[src/rtl/burst_pkg.sv]
package burst_pkg;

  typedef enum logic [1:0] {
    OP_HOLD      = 2'd0,
    OP_LOAD_PROC = 2'd1,
    OP_LOAD_CTRL = 2'd2,
    OP_STEP      = 2'd3
  } burst_op_e;

  localparam int unsigned BEAT_W = 2;

  function automatic logic [BEAT_W-1:0] map_low_bits(
    input logic [BEAT_W-1:0] start_bits,
    input logic [BEAT_W-1:0] beat,
    input logic              linear
  );
    logic [BEAT_W-1:0] r;
    if (linear) r = start_bits + beat;
    else        r = start_bits ^ beat;
    return r;
  endfunction

  function automatic logic op_is_load(input burst_op_e op);
    return (op == OP_LOAD_PROC) || (op == OP_LOAD_CTRL);
  endfunction

endpackage

[src/rtl/burst_op_decode.sv]
module burst_op_decode
  import burst_pkg::*;
(
  input  logic      proc_n,
  input  logic      ctrl_n,
  input  logic      adv_n,
  output burst_op_e op
);
  always_comb begin
    if (!proc_n)      op = OP_LOAD_PROC;
    else if (!ctrl_n) op = OP_LOAD_CTRL;
    else if (!adv_n)  op = OP_STEP;
    else              op = OP_HOLD;
  end
endmodule

[src/rtl/burst_beat_counter.sv]
module burst_beat_counter
  import burst_pkg::*;
(
  input  logic              clk,
  input  logic              rst_n,
  input  burst_op_e         op,
  output logic [BEAT_W-1:0] beat
);
  always_ff @(posedge clk or negedge rst_n) begin
    if (!rst_n)              beat <= '0;
    else if (op_is_load(op)) beat <= '0;
    else if (op == OP_STEP)  beat <= beat + 1'b1;
  end
endmodule

[src/rtl/burst_base_reg.sv]
module burst_base_reg
  import burst_pkg::*;
#(
  parameter int unsigned AW = 8
) (
  input  logic          clk,
  input  logic          rst_n,
  input  burst_op_e     op,
  input  logic [AW-1:0] addr_d,
  input  logic          cs_d,
  output logic [AW-1:0] base_q,
  output logic          cs_q
);
  always_ff @(posedge clk or negedge rst_n) begin
    if (!rst_n) begin
      base_q <= '0;
      cs_q   <= 1'b0;
    end else if (op_is_load(op)) begin
      base_q <= addr_d;
      cs_q   <= cs_d;
    end
  end
endmodule

[src/rtl/burst_addr_gen.sv]
module burst_addr_gen
  import burst_pkg::*;
#(
  parameter int unsigned AW = 8
) (
  input  logic          clk,
  input  logic          rst_n,
  input  logic          proc_strobe_n,
  input  logic          ctrl_strobe_n,
  input  logic          advance_n,
  input  logic          ext_cs,
  input  logic [AW-1:0] ext_addr,
  input  logic          linear_order,
  output logic [AW-1:0] mem_addr,
  output logic          selected,
  output logic [1:0]    beat_idx
);
  localparam int unsigned HI_W = AW - BEAT_W;

  burst_op_e         op;
  logic [AW-1:0]     base_q;
  logic [BEAT_W-1:0] beat_q;

  burst_op_decode u_dec (
    .proc_n (proc_strobe_n),
    .ctrl_n (ctrl_strobe_n),
    .adv_n  (advance_n),
    .op     (op)
  );

  burst_beat_counter u_cnt (
    .clk  (clk),
    .rst_n(rst_n),
    .op   (op),
    .beat (beat_q)
  );

  burst_base_reg #(.AW(AW)) u_base (
    .clk   (clk),
    .rst_n (rst_n),
    .op    (op),
    .addr_d(ext_addr),
    .cs_d  (ext_cs),
    .base_q(base_q),
    .cs_q  (selected)
  );

  generate
    if (HI_W > 0) begin : g_hi
      assign mem_addr[AW-1:BEAT_W] = base_q[AW-1:BEAT_W];
    end
  endgenerate

  assign mem_addr[BEAT_W-1:0] = map_low_bits(base_q[BEAT_W-1:0], beat_q, linear_order);
  assign beat_idx = beat_q;

endmodule

[config.mk]
export PLATFORM = sky130hd
export DESIGN_NAME = burst_addr_gen
export DESIGN_NICKNAME = d
export VERILOG_FILES = /design/src/rtl/burst_pkg.sv /design/src/rtl/burst_op_decode.sv /design/src/rtl/burst_beat_counter.sv /design/src/rtl/burst_base_reg.sv /design/src/rtl/burst_addr_gen.sv
export SDC_FILE = /design/constraint.sdc
export NUM_CORES = 1
export LEC_CHECK = 0
export ABC_AREA = 1
export CAP_MARGIN = 20
export CORE_MARGIN = 10
export CORE_UTILIZATION = 39
export DETAILED_ROUTE_END_ITERATION = 8
export PLACE_DENSITY_LB_ADDON = 0.15
export SKIP_LAST_GASP = 1
export SYNTH_ARGS = -nofsm -noshare
export SYNTH_HDL_FRONTEND = slang
export SYNTH_HIERARCHICAL = 1
export SYNTH_SLANG_ARGS = --single-unit
[constraint.sdc]
create_clock -name clk -period 1.2 [get_ports clk]
set_input_delay 0.12 -clock clk [delete_from_list [all_inputs] [get_ports clk]]
set_output_delay 0.12 -clock clk [all_outputs]
set_load 0.005 [all_outputs]
# [Yosys cells after proc, flatten, opt, wreduce, memory -nomap -nowiden]
# Index checks and enable logic that the tools add are counted.
[totals] out_inout_bits=11 in_bits=15 elab_cells=17 register_bits=11
[op_classes] n_reduce_logical=2 mux=6 bitwise_logic=1 add_sub_neg=2 eq_ne=3
[op_table] cell="$mux W2" count=6
[op_table] cell="$eq A2 B2 Y1 const B" count=2
[op_table] cell="$add A2 B1 Y2 const B" count=1
[op_table] cell="$add A2 B2 Y2" count=1
[op_table] cell="$eq A2 B1 Y1 const B" count=1
[op_table] cell="$reduce_bool A2 Y1" count=1
[op_table] cell="$xor A2 B2 Y2" count=1
[op_table] cell="$logic_or A1 B1 Y1" count=1

# [Logic depth before layout (Yosys ltp)]
# Gate-level depths: netlist of run 1.
[depth] depth_word=6 ltp_mapped=9 depth_no_buf=9

# [By module]
# Netlist of run 1, hierarchy kept.
[by_module_without_submodules] mod="burst_base_reg" area_each_um2=381.6 seq_area_each_um2=225.2 n_inst=1 cells_each=42
[by_module_without_submodules] mod="burst_beat_counter" area_each_um2=117.6 seq_area_each_um2=50.0 n_inst=1 cells_each=15
[by_module_without_submodules] mod="burst_addr_gen" area_each_um2=60.1 seq_area_each_um2=0.0 n_inst=1 cells_each=13
[by_module_without_submodules] mod="burst_op_decode" area_each_um2=23.8 seq_area_each_um2=0.0 n_inst=1 cells_each=5

# [Least setup slack after synthesis of run 1]
# OpenSTA, ideal clock, no wires.
[synth_path] path_kind="register to output" startpoint="register u_cnt.beat[0]" endpoint="output mem_addr[1]" path_buffers=0 path_stages_with_launch=7 setup_slack_ps=192 t_required_ps=1080 arrival_time_ps=888 path_cell_list="dfrtp_1 > ha_1 > nand2_1 > inv_1 > nand3_1 > nand2_1 > inv_1"
[synth_between] elab_chain_cells=2
[synth_rtl] element="start: declaration" line_no="burst_beat_counter.sv:7" source="output logic [BEAT_W-1:0] beat"
[synth_rtl] element="start signal: assignment" line_no="burst_beat_counter.sv:12" source="else if (op == OP_STEP) beat <= beat + 1'b1;"
[synth_rtl] element="$add A2 B2 Y2" line_no="burst_pkg.sv:18" source="if (linear) r = start_bits + beat;"
[synth_rtl] element="$mux W2" line_no="burst_pkg.sv:18"
[synth_rtl] element="end: declaration" line_no="burst_addr_gen.sv:14" source="output logic [AW-1:0] mem_addr,"
# No other way between the ends.

# [Worst setup path in the final report of run 1]
# Same ends and word-level chain as after synthesis.

==> metrics.md, run 1 <==
| Metric | Value |
|---|---|
| Status | complete, but fails checks |
| Failing checks | negative setup slack |
| CP Launch Type | flip-flop |
| Fin crit share | 1.08 |
| Clock skew | 0.0000266 ns |
| Drt via density | 4.72 |
| Max_slew headroom | 0.877 |
| Post-DP HPWL | 1200 µm |
| Die Y | 58.7 µm |
| WS Path Type | reg2out |
| Total negative setup slack | -0.118 ns |
| NumNets Final | between 100 and 150 |
| Int Pwr | 0.780 mW |
| YS warnings | 6 |
| Total wire length | 1560 µm |
| First-pass GRT wire length | 2590 µm |
| Site Rows | 13 |
| Htree depth | 1 |
| Post-Synth Adder-Cell Area | 0.0429 |
| Starting Density | 0.432 |
| Max Clk Rate | 768 MHz |
| Die width | 58.7 µm |
| CP endpoint kind | output pin |
| Cell variety after synth | 11 |
| Fraction of layout cells with a size suffix above 1 | 0.225 |
| Dpl cell area | 897 µm² |
| WP data arrival | approximately 1.2 ns |
| Sw Pwr | about 0.34 mW |
| Clock power share | 0.216 |
| Aggregate global routing overflow | 0 |
| # IOs | 26 |
| P&R area growth vs syn | 59.4% |
| Port bufs | 25 |
| R2r startpoint | u_cnt/beat[0] |
| Tot GR Track Use | 0.0963 |
| Commonest non-fill, non-tap cell in the layout | nand2_1 |
| Post-synthesis xor/xnor area fraction | 0 |
| Worst setup path end | mem_addr[1] |
| Buffer and inverter count on the worst path | 3 |
| Final Slew Violations | 0 |
| Mapped Nets | between 90 and 100 |
| CORE AREA | 1350 µm² |
| CP cell instances | ha_4, nand2_2, inv_2, nand3_2, nand2_1, inv_1, buf_2 |
| Worst skew pair latency | about 0.26 ns |
| Via count | 595 |
| End of the worst register-to-register path | u_cnt/beat[1] |
| Cell Area, Synth | 583 µm² |
| WHS | 0.147 ns |
| Unrepaired setup endpoints after global routing | yes |
| WL/cell | around 12 µm |
| Fin cells | 126 |
| Commonest non-fill, non-tap cells in the layout | nand2_1 (20), nand3_1 (19), clkdlybuf4s50_1 (14), dfrtp_1 (11), dlygate4sd2_1 (9) |
| CTS tree | built |
| Starting DRT DRC Count | 7 |
| Die area | 3440 µm² |
| Crit Path Max Fanout | 2 |
| Internal reg-to-reg setup slack | slightly above 0.3 ns |
| TritonCTS Buffers | 3 |
| Worst setup startpoint | u_cnt/beat[0] |
| Sequential power share | 0.414 |
| Comb power frac | 0.369 |
| Clock root buffer | clkbuf_4 |
| Worst path slowest cell | dfrtp_1 |
| Mapped Cells | 75 |
| CP peak stage delay | 0.41 ns |
| Crit path time final | 1.30 ns |
| Clock sink count | 11 |
| Initial antenna violation count | 0 |
| Worst slew pin tran | 0.183 ns |
| DR DRC count | 0 |
| WP depth | 7 |
| Peak supply drop | 612 µV |
| Placer Congestion | 0.724 |
| FF+latch count, synth | 11 |
| Leakage power figure | 0.501 nW |
| Delay-heaviest family, CP | flip-flops |
| Pwr dens | 1210 nW/µm² |
| Mux contribution to synthesized area | 0 |
| Vias in the first global route | between 500 and 600 |
| Syn_area_per_cell | 7.77 µm² |
| Register area share after synthesis | 0.472 |
| Synth Area in Simple Gates | 0.391 |
| Placed cells | 121 |
| Switch share | 0.306 |
| Drt pass-1 iters | 4 |
| Compound-Gate Fraction of Synth Area | 0.0236 |
| Largest net degree at the start of global routing | 12 |
| Clk buf depth | 2 |
| Clk slew on worst S/H paths | 0.07 ns |
| Final Hold Fails | 0 |
| Final setup margin | -0.101 ns |
| HP Class | in2async |
| Main combinational cell family by area after synthesis | simple AND/OR/NAND/NOR gates |
| Final setup vio count | 2 |
| Critical path required time | 1.08 ns |
| Fin area | between 900 and 1000 µm² |
| Reg2reg path depth | 3 |
| Max_cap viols | 0 |
| Antenna diodes | 0 |
| Post-DRT Antenna Nets | 0 |
[stage by stage]
step	total power [mW]	setup slack [ns]	util
2_1_floorplan	0.644	0.192	-
3_3_place_gp	0.909	-0.219	0.665
3_5_place_dp	0.917	-0.252	0.665
4_1_cts	1.12	-0.124	0.677
5_1_grt	1.22	-0.181	0.689
6_report	1.12	-0.101	0.689
[area by class of cell]
cell class | count | area (µm²)
sequential | 11 | 275
multi-input combinational | 53 | 287
clock buffer | 4 | 26.3
inverter | 11 | 41.3
fill | 117 | 420
timing repair buffer | 32 | 282
tap | 15 | 18.8
[logic make-up (layout without fill, tap and decap cells)]
group / after synthesis / in the layout
and+or+nand+nor: 49 / 49
DFF: 11 / 11
buffers and inverters: 11 / 47
adders and majority gates: 2 / 2
AOI/OAI and AO/OA: 2 / 2
[layer usage]
metal	up-vias	global-route usage	routed length [µm]
met4	0	0.0885	41
met1	258	0.113	688
met3	2	0.0279	110
met2	18	0.137	721
li1	317	-	-
met5	-	0	0
[synthesized netlist by cell type]
cell type / count / area (µm²)
nand2_2: 5 / 31.3
nand2_1: 21 / 78.8
nor2_1: 2 / 7.51
ha_1: 2 / 25.0
a21oi_2: 1 / 8.76
a21oi_1: 1 / 5.00
dfrtp_1: 11 / 275
nand3_2: 1 / 10.0
inv_2: 2 / 7.51
inv_1: 9 / 33.8
nand3_1: 20 / 100
[power by group through the flow]
stage / combinational, mW / clock, mW / sequential [mW]
after detailed placement: 0.444 / 0 / 0.473
final: 0.415 / 0.243 / 0.466
after CTS: 0.409 / 0.252 / 0.460
after global routing: 0.470 / 0.280 / 0.475
after global placement: 0.438 / 0 / 0.471
after floorplan: 0.158 / 0 / 0.486
[worst min path at each step]
stage / to / slack (ns) / cells after the start / from
2_1_floorplan: u_base/base_q[0] / -0.18 / 0 / rst_n
3_3_place_gp: u_base/base_q[3] / 0.43 / 2 / rst_n
3_5_place_dp: u_base/base_q[3] / 0.43 / 2 / rst_n
4_1_cts: u_base/base_q[4] / 0.15 / 2 / rst_n
5_1_grt: u_base/base_q[4] / 0.14 / 2 / rst_n
6_report: u_base/base_q[7] / 0.15 / 2 / rst_n
[state kept, by name (all words and copies together), names as in the netlist]
name	count
u_base/base_q	8
u_base/cs_q	1
u_cnt/beat	2
[repair_timing]
action | 4_1_cts | 5_1_grt
gates cloned | 0 | 0
setup endpoints to repair | 11 | 3
pin swaps | 2 | 4
setup buffers | 1 | 0
gates resized for setup | 19 | 3
hold buffers | 0 | 0
No activity file was read; power rests on OpenSTA's default activity.
==> run 2, diff against run 1 <==
--- a/config.mk
+++ b/config.mk
@@ -11,6 +11,7 @@
 export CORE_UTILIZATION = 39
 export DETAILED_ROUTE_END_ITERATION = 8
 export PLACE_DENSITY_LB_ADDON = 0.15
+export SETUP_SLACK_MARGIN = 0.02
 export SKIP_LAST_GASP = 1
 export SYNTH_ARGS = -nofsm -noshare
 export SYNTH_HDL_FRONTEND = slang
==> run 2 against run 1 <==
Against the previous run:
- critical path type unchanged
- global-route usage barely moved
- largest cell class is now non-clock buffers
- register-to-register slack got worse by 0.22 ns
- critical path depth did not move
- clock skew barely moved
- combinational power rose by 15%
- the flow still finishes with violations (negative setup slack)
- sequential share of layout area fell by 1.4 points
==> metrics.md, run 2 (synthesis gave the netlist of run 1 again) <==
| Metric | Value |
|---|---|
| Status | complete, but fails checks |
| Failing checks | negative setup slack |
| Met2 Use GR | 0.137 (unchanged) |
| CTS tree | built |
| Final Hold Fails | 0 (unchanged) |
| WS Path Type | reg2out |
| Switch share | 0.302 (-0.00371) |
| Commonest non-fill, non-tap cells in the layout | nand2_1 (20), nand3_1 (19), clkdlybuf4s50_1 (14), dfrtp_1 (11), buf_4 (9) |
| Clock root buffer | clkbuf_4 |
| Drt via density | 4.72 (about the same) |
| Starting Density | 0.432 (unchanged) |
| Final setup vio count | 1 (-1) |
| Critical path required time | 1.08 ns (about the same) |
| Aggregate global routing overflow | 0 (unchanged) |
| Total wire length | 1680 µm (+7.4%) |
| Placer Congestion | 0.724 (unchanged) |
| Htree depth | 1 (unchanged) |
| Post-DRT Antenna Nets | 0 (unchanged) |
| CP Launch Type | flip-flop |
| Die width | 58.7 µm (unchanged) |
| Worst slew pin tran | 0.193 ns (+0.0103 ns) |
| Final Slew Violations | 0 (unchanged) |
| Met1 Track Usage GR | 0.112 (-0.00123) |
| Starting DRT DRC Count | 8 (+1) |
| CORE AREA | 1350 µm² (unchanged) |
| Max reg flops | 8 (unchanged) |
| Max_slew headroom | 0.871 (-0.00691) |
| Biggest registers after layout | u_base/base_q (8), u_cnt/beat (2), u_base/cs_q (1) |
| Via count | 609 (+2.4%) |
| Sequential power share | 0.394 (-0.020) |
| Initial antenna violation count | 0 (unchanged) |
| TritonCTS Buffers | 3 (unchanged) |
| # IOs | 26 (unchanged) |
| Reg2reg path depth | 5 (+2) |
| Clock sink count | 11 (unchanged) |
| Post-DP HPWL | 1200 µm (unchanged) |
| Final setup margin | -0.118 ns (-0.0164 ns) |
| R2r startpoint | u_cnt/beat[0] |
| Area of the multi-input gates | 299 µm² (+4.4%) |
| Clock skew | 0.0000717 ns (+0.0000451 ns) |
| Leakage power figure | 0.515 nW (+2.8%) |
| Internal reg-to-reg setup slack | 0.09 ns (-0.22 ns) |
| Antenna diodes | 0 (unchanged) |
| Total negative setup slack | -0.118 ns (+0.000335 ns) |
| Die Y | 58.7 µm (unchanged) |
| Fraction of layout cells with a size suffix above 1 | 0.254 (+0.0292) |
| End of the worst register-to-register path | u_cnt/beat[1] |
| Vias in the first global route | 577 (-0.52%) |
| Clk buf depth | 2 (unchanged) |
| Crit Path Max Fanout | 2 (unchanged) |
| Max_cap viols | 0 (unchanged) |
| Pwr dens | 1220 nW/µm² (+0.63%) |
| Max Clk Rate | 759 MHz (-1.2%) |
| Fin crit share | 1.10 (+0.0136) |
| Met3 Use GR | 0.0279 (unchanged) |
| HP Class | in2async |
| NumNets Final | 132 (+2.3%) |
| Worst skew pair latency | 0.26 ns (about the same) |
| Unrepaired setup endpoints after global routing | yes |
| Peak supply drop | 625 µV (+2.1%) |
| Total power | 1.19 mW (+5.8%) |
| Largest net degree at the start of global routing | 12 (unchanged) |
| Largest Register | u_base/base_q |
| Number of fill cells | 111 (-5.1%) |
| WL/cell | 13.0 µm (+4.9%) |
| Sw Pwr | 0.360 mW (+4.5%) |
| Commonest non-fill, non-tap cell in the layout | nand2_1 |
| Site Rows | 13 (unchanged) |
| Comb power frac | 0.402 (+0.033) |
| WP data arrival | 1.20 ns (+0.02 ns) |
| CP endpoint kind | output pin |
| Reg area | 275 µm² (unchanged) |
| Port bufs | 25 (unchanged) |
| Int Pwr | 0.830 mW (+6.3%) |
| DP Worst Slack | -0.252 ns (unchanged) |
| P&R area growth vs syn | 67.6% |
| Tot GR Track Use | 0.0959 (-0.000434) |
| Die area | 3440 µm² (unchanged) |
| First-pass GRT wire length | 2580 µm (-0.54%) |
| CTS Hold Bufs | 0 (unchanged) |
| Crit path time final | 1.32 ns (+0.0164 ns) |
| Clk slew on worst S/H paths | 0.07 ns (about the same) |
| Drt pass-1 iters | 4 (unchanged) |
| WHS | 0.146 ns (-0.00124 ns) |
| GRT busiest layer | met2 |
| Clock power share | 0.204 (-0.012) |
| DR DRC count | 0 (unchanged) |
-- run 2: changes by cell type in the layout (fill, tap and decap cells not counted) --
cell / change
ha_4: +1
ha_1: -1
buf_4: +2
clkdlybuf4s15_1: +2
dlygate4sd2_1: -2
buf_6: +2
buf_2: -1
-- run 2: worst max-delay path by stage --
| stage | startpoint | to | cells past startpoint |
|---|---|---|---|
| after detailed placement | u_cnt/beat[0] | mem_addr[1] | 7 |
| final | u_cnt/beat[0] | mem_addr[1] | 7 |
| after floorplan | u_cnt/beat[0] | mem_addr[1] | 6 |
| after global placement | u_cnt/beat[0] | mem_addr[1] | 7 |
| after CTS | u_base/base_q[0] | mem_addr[1] | 7 |
| after global routing | u_cnt/beat[0] | mem_addr[1] | 7 |
-- run 2: metrics by stage --
| step | cell area [µm²] | instances | util |
|---|---|---|---|
| finish | 977 | 129 | 0.724 |
| global route | 977 | 129 | 0.724 |
| CTS | 925 | 126 | 0.685 |
| detailed placement | 897 | 121 | 0.665 |
| global placement | 897 | 121 | 0.665 |
| floorplan | 583 | 75 | - |
-- run 2: layout make-up --
cell class                 instances  area share
tap                               15      0.0192
sequential                        11       0.282
clock buffer                       4      0.0269
multi-input combinational         53       0.306
inverter                          11      0.0423
timing repair buffer              35       0.324
-- run 2: worst max-delay path, cell delays in order, from the launching register on --
cell and delay [ns]:
dfrtp_1 0.43, ha_4 0.18, nand2_2 0.06, inv_2 0.04, nand3_2 0.05, nand2_1 0.05, inv_1 0.04, buf_2 0.10
-- run 2: repair_timing --
item                                    CTS  global route
endpoints found under the hold margin     0             0
pin swaps                                 2             4
resized for setup                        21             6
buffers inserted                          1             3
endpoints found under the setup margin   11             6
-- run 2: layer usage --
layer,part of all wire,routed length [µm]
met1,0.43,726
met2,0.48,807
met3,0.061,102
met4,0.024,41
met5,0,0
-- run 2: power groups by stage --
| stage | Sequential, mW | Combinational (mW) | Clock [mW] |
|---|---|---|---|
| after CTS | 0.461 | 0.431 | 0.252 |
| after detailed placement | 0.473 | 0.444 | 0 |
| after floorplan | 0.486 | 0.158 | 0 |
| after global routing | 0.476 | 0.535 | 0.280 |
| after global placement | 0.471 | 0.438 | 0 |
| final | 0.469 | 0.478 | 0.242 |
==> run 3, diff against run 2 <==
--- a/config.mk
+++ b/config.mk
@@ -9,6 +9,7 @@
 export CAP_MARGIN = 20
 export CORE_MARGIN = 10
 export CORE_UTILIZATION = 39
+export CTS_BUF_LIST = sky130_fd_sc_hd__clkbuf_16
 export DETAILED_ROUTE_END_ITERATION = 8
 export PLACE_DENSITY_LB_ADDON = 0.15
 export SETUP_SLACK_MARGIN = 0.02
==> run 3 against run 2 <==
Against the previous run:
- the flow still finishes with violations (negative setup slack)
- largest cell class is now multi-input combinational cells
- clock power up 140%
- sequential power decreased by 1%
- critical path depth stayed put
- register-to-register slack better by 0.27 ns
- final cell count decreased by 2.3%
- maximum frequency grew 5.9%
- critical endpoint unchanged
- sequential share of layout area down 0.91 points
- combinational power decreased by 11%
==> metrics.md, run 3 (synthesis gave the netlist of run 1 again) <==
| Metric | Value |
|---|---|
| Status | complete, but fails checks |
| Failing checks | negative setup slack |
| Htree depth | 1 (unchanged) |
| HP Class | in2async |
| Clock root buffer | clkbuf_16 |
| Commonest non-fill, non-tap cells in the layout | nand2_1 (19), nand3_1 (19), clkdlybuf4s50_1 (13), dfrtp_1 (11), dlygate4sd2_1 (9) |
| Clk buf depth | 2 (unchanged) |
| Worst setup path end | mem_addr[1] |
| Fraction of layout cells with a size suffix above 1 | 0.270 (+0.0159) |
| CP Launch Type | flip-flop |
| CORE AREA | 1350 µm² (unchanged) |
| Starting Density | 0.432 (unchanged) |
| Leakage power figure | 0.551 nW (+7.0%) |
| Final Util | 0.748 (+0.0241) |
| Worst setup startpoint | u_cnt/beat[1] |
| Pwr dens | 1460 nW/µm² (+20%) |
| Reg area | 275 µm² (unchanged) |
| Crit path time final | 1.24 ns (-0.0731 ns) |
| Peak supply drop | 873 µV (+40%) |
| CP endpoint kind | output pin |
| WL/cell | 12.6 µm (-3.3%) |
| Max Clk Rate | 803 MHz (+5.9%) |
| Drt pass-1 iters | 4 (unchanged) |
| Worst skew pair latency | 0.23 ns (-0.03 ns) |
| Site Rows | 13 (unchanged) |
| CTS tree | built |
| Area of the multi-input gates | 312 µm² (+4.2%) |
| WP depth | 7 (unchanged) |
| CP cell instances | buf_4, inv_1, nand2_1, nand3_2, nand2_1, inv_1, buf_2 |
| Largest Register | u_base/base_q |
| Max reg flops | 8 (unchanged) |
| Post-DP HPWL | 1200 µm (unchanged) |
| Delay-heaviest family, CP | flip-flops |
| Total power | 1.48 mW (+24%) |
| First-pass GRT wire length | 2680 µm (+3.8%) |
| WP data arrival | 1.12 ns (-0.08 ns) |
| # IOs | 26 (unchanged) |
| Placer Congestion | 0.724 (unchanged) |
| Total wire length | 1580 µm (-5.5%) |
| Final Slew Violations | 0 (unchanged) |
| Antenna diodes | 0 (unchanged) |
| P&R area growth vs syn | 73.2% |
| Clk slew on worst S/H paths | 0.04 ns (-0.03 ns) |
| R2r startpoint | u_cnt/beat[0] |
| Final setup margin | -0.0447 ns (+0.0731 ns) |
| Max_slew headroom | 0.901 (+0.0304) |
| Largest net degree at the start of global routing | 12 (unchanged) |
| Reg2reg path depth | 3 (-2) |
| Die Y | 58.7 µm (unchanged) |
| Die area | 3440 µm² (unchanged) |
| Aggregate global routing overflow | 0 (unchanged) |
| Buffer and inverter count on the worst path | 4 (+1) |
| NumNets Final | 129 (-2.3%) |
| Final Hold Fails | 0 (unchanged) |
| Critical path required time | 1.08 ns (about the same) |
| Clock sink count | 11 (unchanged) |
| Die width | 58.7 µm (unchanged) |
| DR DRC count | 0 (unchanged) |
| Vias in the first global route | 589 (+2.1%) |
| WS Path Type | reg2out |
| End of the worst register-to-register path | u_cnt/beat[1] |
| Tot GR Track Use | 0.0967 (+0.000868) |
| Fin crit share | 1.04 (-0.0609) |
| CTS Hold Bufs | 0 (unchanged) |
| Biggest registers after layout | u_base/base_q (8), u_cnt/beat (2), u_base/cs_q (1) |
| Port bufs | 25 (unchanged) |
| Initial antenna violation count | 0 (unchanged) |
| Starting DRT DRC Count | 5 (-3) |
| Unrepaired setup endpoints after global routing | yes |
| Worst slew pin tran | 0.149 ns (-0.0449 ns) |
| Final setup vio count | 1 (unchanged) |
| TritonCTS Buffers | 3 (unchanged) |
| Clock skew | 0.0000265 ns (-0.0000453 ns) |
| Drt via density | 4.83 (+2.4%) |
| Number of fill cells | 107 (-3.6%) |
| Worst path slowest cell | dfrtp_1 |
| Crit Path Max Fanout | 3 (+1) |
| Via count | 609 (unchanged) |
| Max_cap viols | 0 (unchanged) |
| Post-DRT Antenna Nets | 0 (unchanged) |
| Internal reg-to-reg setup slack | 0.36 ns (+0.27 ns) |
| CP peak stage delay | 0.37 ns (-0.06 ns) |
-- run 3: cell types whose count changed in the layout (fill, tap and decap cells not counted), moves of 3 or more --
cell / change
clkbuf_16: +3
inv_2: +3
clkbuf_4: -3
nand2_2: -3
nand2_4: +4
-- run 3: metal layers --
layer	vias up	part of all wire	GRT usage
met4	0	0.017	0.0590
li1	316	-	-
met1	273	0.48	0.111
met5	-	0	0
met2	18	0.43	0.155
met3	2	0.069	0.0279
-- run 3: how the worst min path moves through the flow --
stage / to / slack (ns)
after floorplan: u_base/base_q[0] / -0.18
after global placement: u_base/base_q[3] / 0.43
after detailed placement: u_base/base_q[3] / 0.43
after CTS: u_base/base_q[4] / 0.18
after global routing: u_base/base_q[4] / 0.20
final: u_base/base_q[7] / 0.18
-- run 3: power breakdown --
| group | total (mW) | leakage (nW) | switching, mW | internal [mW] |
|---|---|---|---|---|
| Clock | 0.591 | 0.0423 | 0.154 | 0.436 |
| Combinational | 0.424 | 0.376 | 0.200 | 0.224 |
| Sequential | 0.462 | 0.132 | 0.0308 | 0.431 |
| Total | 1.48 | 0.551 | 0.386 | 1.09 |
-- run 3: cell type report --
| type | count | area share |
|---|---|---|
| multi-input cells | 53 | 0.309 |
| inverters | 11 | 0.0409 |
| clock inverters | 1 | 0.00372 |
| repair buffers | 32 | 0.281 |
| clock buffers | 3 | 0.0743 |
| well taps | 15 | 0.0186 |
| flip-flops and latches | 11 | 0.273 |
-- run 3: what timing repair did --
action / in CTS / in global routing
setup buffers: 1 / 0
setup endpoints to repair: 11 / 8
pin swaps: 2 / 4
gates resized for setup: 19 / 12
-- run 3: per-stage QoR --
step / setup slack [ns] / instances / hold WS, ns / setup TNS, ns / area (µm²)
after floorplan: 0.192 / 75 / -0.176 / 0 / 583
after global placement: -0.219 / 121 / 0.434 / -1.70 / 897
after detailed placement: -0.252 / 121 / 0.430 / -1.95 / 897
after CTS: -0.0871 / 126 / 0.181 / -0.0871 / 967
after global routing: -0.113 / 126 / 0.197 / -0.113 / 1010
final: -0.0447 / 126 / 0.178 / -0.0447 / 1010
